`config.mk`:
```
export PLATFORM = sky130hd
export DESIGN_NAME = path_rdi_gen
export DESIGN_NICKNAME = d
export VERILOG_FILES = /design/src/rtl/rdi_pkg.sv /design/src/rtl/rdi_encoder.sv /design/src/rtl/rdi_hold.sv /design/src/rtl/path_rdi_gen.sv
export SDC_FILE = /design/constraint.sdc
export NUM_CORES = 1
export LEC_CHECK = 0
export CAP_MARGIN = 15
export CORE_MARGIN = 2
export CORE_UTILIZATION = 51
export CTS_BUF_LIST = sky130_fd_sc_hd__clkbuf_8
export CTS_CLUSTER_SIZE = 8
export DETAILED_ROUTE_END_ITERATION = 8
export GPL_ROUTABILITY_DRIVEN = 0
export GPL_TIMING_DRIVEN = 0
export HOLD_SLACK_MARGIN = 0.12
export PLACE_DENSITY = 0.77
export SLEW_MARGIN = 20
export SYNTH_ARGS = -nofsm -noshare
export SYNTH_HDL_FRONTEND = slang
export SYNTH_SLANG_ARGS = --single-unit
export TNS_END_PERCENT = 20
```
`constraint.sdc`:
```
create_clock -name clk -period 2.97 [get_ports clk]
set_input_delay 0.594 -clock clk [delete_from_list [all_inputs] [get_ports clk]]
set_output_delay 0.594 -clock clk [all_outputs]
set_load 0.005 [all_outputs]
```
`src/rtl/rdi_pkg.sv`:
```
package rdi_pkg;
    localparam int NUM_DEF = 5;
    localparam int D_AIS  = 0;
    localparam int D_LOP  = 1;
    localparam int D_TIM  = 2;
    localparam int D_PLM  = 3;
    localparam int D_UNEQ = 4;

    localparam logic [2:0] C_LEG_IDLE = 3'b000;
    localparam logic [2:0] C_LEG_RDI  = 3'b100;
    localparam logic [2:0] C_ENH_IDLE = 3'b001;
    localparam logic [2:0] C_ENH_PAY  = 3'b010;
    localparam logic [2:0] C_ENH_SRV  = 3'b101;
    localparam logic [2:0] C_ENH_CON  = 3'b110;

    // severity: 0 idle, 1 payload, 2 connectivity, 3 server
    function automatic logic [1:0] code_rank(input logic [2:0] c);
        case (c)
            C_LEG_RDI, C_ENH_SRV: code_rank = 2'd3;
            C_ENH_CON:            code_rank = 2'd2;
            C_ENH_PAY:            code_rank = 2'd1;
            default:              code_rank = 2'd0;
        endcase
    endfunction

    function automatic logic [2:0] idle_code(input logic enh);
        idle_code = enh ? C_ENH_IDLE : C_LEG_IDLE;
    endfunction
endpackage

```
`src/rtl/rdi_encoder.sv`:
```
module rdi_encoder
    import rdi_pkg::*;
(
    input  logic               enh_mode,
    input  logic [NUM_DEF-1:0] defects,
    input  logic [NUM_DEF-1:0] inhibit_mask,
    output logic [2:0]         raw_code
);
    logic [NUM_DEF-1:0] live;
    logic srv, con, pay;

    always_comb begin
        live = defects & ~inhibit_mask;
        srv  = live[D_AIS] | live[D_LOP];
        con  = live[D_TIM] | live[D_UNEQ];
        pay  = live[D_PLM];
        if (!enh_mode)  raw_code = srv ? C_LEG_RDI : C_LEG_IDLE;
        else if (srv)   raw_code = C_ENH_SRV;
        else if (con)   raw_code = C_ENH_CON;
        else if (pay)   raw_code = C_ENH_PAY;
        else            raw_code = C_ENH_IDLE;
    end
endmodule

```
`src/rtl/rdi_hold.sv`:
```
module rdi_hold
    import rdi_pkg::*;
#(
    parameter int HOLD_FRAMES = 20,
    localparam int CNT_W = $clog2(HOLD_FRAMES + 1)
) (
    input  logic             clk,
    input  logic             rst,
    input  logic             frame_tick,
    input  logic             enh_mode,
    input  logic [2:0]       raw_code,
    output logic [2:0]       code_next,
    output logic [2:0]       code_q,
    output logic [CNT_W-1:0] cnt_q
);
    localparam logic [CNT_W-1:0] HOLD_LIM = CNT_W'(HOLD_FRAMES);
    localparam logic [CNT_W-1:0] ONE      = CNT_W'(1);

    typedef struct packed {
        logic [2:0]       code;
        logic [CNT_W-1:0] cnt;
    } hold_st_t;

    hold_st_t st_d, st_q;
    logic     hold_done;
    logic [CNT_W-1:0] cnt_inc;

    always_comb begin
        st_d      = st_q;
        hold_done = (code_rank(st_q.code) == 2'd0) || (st_q.cnt >= HOLD_LIM);
        cnt_inc   = (st_q.cnt < HOLD_LIM) ? st_q.cnt + ONE : st_q.cnt;
        if (frame_tick) begin
            if (code_rank(raw_code) > code_rank(st_q.code)) begin
                st_d.code = raw_code;
                st_d.cnt  = ONE;
            end else if (raw_code == st_q.code) begin
                st_d.cnt = (code_rank(raw_code) == 2'd0) ? '0 : cnt_inc;
            end else if (hold_done) begin
                st_d.code = raw_code;
                st_d.cnt  = (code_rank(raw_code) == 2'd0) ? '0 : ONE;
            end else begin
                st_d.cnt = cnt_inc;
            end
        end
    end

    always_ff @(posedge clk) begin
        if (rst) begin
            st_q.code <= idle_code(enh_mode);
            st_q.cnt  <= '0;
        end else begin
            st_q <= st_d;
        end
    end

    assign code_next = st_d.code;
    assign code_q    = st_q.code;
    assign cnt_q     = st_q.cnt;
endmodule

```
`src/rtl/path_rdi_gen.sv`:
```
module path_rdi_gen
    import rdi_pkg::*;
#(
    parameter int HOLD_FRAMES = 20,
    localparam int CNT_W = $clog2(HOLD_FRAMES + 1)
) (
    input  logic               clk,
    input  logic               rst,
    input  logic               frame_tick,
    input  logic               enh_mode,
    input  logic               sw_ins_en,
    input  logic [2:0]         sw_code,
    input  logic [NUM_DEF-1:0] defects,
    input  logic [NUM_DEF-1:0] inhibit_mask,
    output logic [2:0]         rdi_code
);
    typedef struct packed {
        logic [2:0] code;
    } out_st_t;

    logic [2:0]       raw_code;
    logic [2:0]       hold_next;
    logic [2:0]       hold_code;
    logic [CNT_W-1:0] hold_cnt;
    out_st_t          out_d, out_q;

    rdi_encoder u_enc (
        .enh_mode     (enh_mode),
        .defects      (defects),
        .inhibit_mask (inhibit_mask),
        .raw_code     (raw_code)
    );

    rdi_hold #(.HOLD_FRAMES(HOLD_FRAMES)) u_hold (
        .clk        (clk),
        .rst        (rst),
        .frame_tick (frame_tick),
        .enh_mode   (enh_mode),
        .raw_code   (raw_code),
        .code_next  (hold_next),
        .code_q     (hold_code),
        .cnt_q      (hold_cnt)
    );

    always_comb begin
        out_d = out_q;
        if (frame_tick)
            out_d.code = sw_ins_en ? sw_code : hold_next;
    end

    always_ff @(posedge clk) begin
        if (rst) out_q.code <= idle_code(enh_mode);
        else     out_q <= out_d;
    end

    assign rdi_code = out_q.code;
endmodule

```
==> results.toml <==
[layout]
post-route-util_pct = 70.5
drive_gt1_share_pct = 11.4
syn2layout_area_growth_pct = 31.6
num-fill-cells = 146
antenna_cells = 0
layout.nets = 163

[worst_setup_path]
endpoint_kind = "register"
cp-endpoint = "rdi_code[0]"
worstReg2RegEnd = "rdi_code[0]"
r2r_setup_slack_ps = 770
worstSetupPathType = "input port to register"
worstSetupStartpoint = "inhibit_mask[1]"
r2r_start = "u_hold.code_q[1]"
critical_path.max_fanout = 5
cp-start-kind = "input port"
cp_data_arrival_time_ps = 2820
ff2ff_path_depth = 9
cp.required_ps = 2940

[drt]
drt_iter0_drc = 21
ant_nets = 0
wirelength_um = 2030
vias = 936
post-route-drc-count = 0
wl_per_cell_um = 12.3
drtPass1Iterations = 4
vias_per_cell = 5.67

[floorplan]
row_count = 15
ios = 21
die-area_um2 = 2150
coreArea_um2 = 1710
die_w_um = 46.4
start_util_pct = 53.6
die_h_um = 46.4

[power_and_ir_drop]
clockPowerShare_pct = 30.9
swShare_pct = 29.5
comb_power_share_pct = 32.4
ir_drop_mv = 0.387
p_per_area_nw_per_um2 = 390
switchingPower_uw = 139
leakagePower_uw = 0.000474
internal_power_uw = 331
seq_power_share_pct = 36.6

[clock_network]
insertion_delay_ps = 240
cts-htree-levels = 1
cts_num_sinks = 11
cts_hold_buf = 0
clk_pin_slew_worst_paths_ps = 50
cts_tree = "yes"
cts_inserted_buffers = 3
ctsLongestPathBuffers = 2
root_buffer = "clkbuf_8"

[timing]
rsz0062_at_grt = "yes"
setup_ws_ps = 125
whs_ps = 505
finalCritPeriodShare_pct = 95.8
setup_viol = 0
final.setup.tns_ps = 0
max_slew_margin_pct = 59.7
min_period_ps = 2850
finalMaxSlewViolations = 0
fin_skew_ps = 2.99
max_slew.worst_pin.slew_ps = 598
fmax_mhz = 351
hold_violations = 0

[synth]
synth_area_leaders = "dfxtp_1 (17%), edfxtp_1 (9.8%), nor2_1 (6.6%), nand2_1 (5.7%), ha_1 (5.5%)"
post_synth.cell_area_avg_um2 = 7.96
syn-cell-area_um2 = 916
syn_nets = 137
synth_area_leader_cell = "dfxtp_1"
seq_area_frac_synth_pct = 27.3
synth_cell_types = 40
netlist_instances = 115
synth_top_area_share_pct = 17.5
yosys_register_bits = 11
yosysWarningCount = 0

[placed_design]
dp_hpwl_um = 1650
port_buffers = 19
post-place-ws_ps = -396

[grt]
antenna_found_initial = 0
grt_pass1_wl_um = 3310
grt_usage_pct = 21.6
overflow = 0
grt_max_degree = 11
first_global_vias = 812

[flow_run]
max_cap_viol_count = 0

[outcome]
status = "finished clean"

[worst_hold_path]
hp-class = "register to register"
[what timing repair did]
item,CTS,global route
setup buffers,0,2
resized for setup,3,1
setup endpoints to repair,7,4
pin swaps,1,1
[power groups by stage]
stage	Combinational [µW]	Clock, µW	Sequential [µW]
3_3_place_gp	137	0	174
2_1_floorplan	92.4	0	174
4_1_cts	147	146	172
5_1_grt	169	157	174
3_5_place_dp	143	0	175
6_report	153	145	172
[metrics by stage]
stage	power, µW	area [µm²]	instances
2_1_floorplan	266	916	115
3_3_place_gp	312	1140	159
3_5_place_dp	318	1140	159
4_1_cts	465	1190	163
5_1_grt	499	1200	165
6_report	470	1200	165
[worst max-delay path: stages]
cell and delay (ps):
clkdlybuf4s50_1 470, nand2b_1 140, nand2_1 140, a21o_1 210, ha_1 280, nor2b_1 140, o21ai_2 190, inv_1 60
o21ai_0 220, mux2i_1 260, a21boi_0 110
[cell type report]
type                       count  area (µm²)  area share [%]
timing repair buffer          21         205            17.0
inverter                       8        30.0            2.49
sequential                    11         250            20.8
tap                           25        31.3            2.60
multi-input combinational     93         624            51.8
buffer                         3        18.8            1.56
clock buffer                   3        41.3            3.43
clock inverter                 1        3.75           0.312
[cells in the mapped netlist]
cell,n
o21a_1,1
or3_1,2
xnor2_1,1
mux2i_1,2
nor2_1,16
nand4b_1,1
nand4_1,3
o311ai_4,1
a2111oi_2,1
a311o_2,1
a31o_1,1
nand2b_4,2
clkbuf_1,1
a211oi_1,1
nor3b_1,1
o21ai_1,3
nor2b_1,1
o211a_1,1
a21oi_2,1
and3_1,1
edfxtp_1,3
o21ai_0,8
a21oi_1,8
and2b_1,2
o2111a_1,1
nand2b_1,3
and2_1,1
dfxtp_1,8
a2111oi_0,1
ha_1,4
nand2_1,14
inv_1,8
nand3_1,2
a21boi_0,2
buf_4,2
a31oi_1,2
o211ai_1,1
a21o_1,1
nand3b_1,1
a2111oi_4,1
[cells by family (layout without fill, tap and decap cells)]
| group | after synthesis | after routing | synth area share (%) |
|---|---|---|---|
| xor+xnor | 1 | 1 | 0.956 |
| flops | 11 | 11 | 27.3 |
| fa+ha+maj | 4 | 4 | 5.46 |
| simple gates | 50 | 50 | 28.1 |
| buf+inv | 11 | 36 | 5.33 |
| mux | 2 | 2 | 2.19 |
| compound gates | 36 | 36 | 30.6 |
[how the worst min path moves through the flow]
stage / start / to / slack, ps / cells after the start
3_5_place_dp: u_hold.cnt_q[3] / u_hold.cnt_q[3] / 500 / 2
2_1_floorplan: u_hold.cnt_q[3] / u_hold.cnt_q[3] / 470 / 2
4_1_cts: u_hold.cnt_q[3] / u_hold.cnt_q[3] / 510 / 2
6_report: u_hold.cnt_q[3] / u_hold.cnt_q[3] / 510 / 2
3_3_place_gp: u_hold.cnt_q[4] / u_hold.cnt_q[4] / 490 / 2
5_1_grt: u_hold.cnt_q[4] / u_hold.cnt_q[4] / 520 / 2
[layout by cell type (no fill, tap or decap), drive strengths merged, types with 2 or more instances in the layout]
master / count
and2b: 2
a21oi: 9
a21boi: 2
a31oi: 2
a2111oi: 3
edfxtp: 3
or3: 2
nand2b: 5
nor2: 16
ha: 4
nand4: 3
mux2i: 2
clkbuf: 4
nand3: 2
dfxtp: 8
inv: 9
clkdlybuf4s50: 19
nand2: 14
buf: 4
o21ai: 11
[flip-flops by register name, summed over array words and instances (netlist names)]
name           flops
rdi_code           3
u_hold.cnt_q       5
u_hold.code_q      3
[routing by layer]
layer	GRT usage, %	share of wire [%]	vias to the layer above
li1	-	-	465
met1	25.9	44	438
met2	37.8	50	29
met3	5.88	5.4	4
met4	5.14	1.1	0
met5	0	0	-
(Power assumes the default switching activity.)
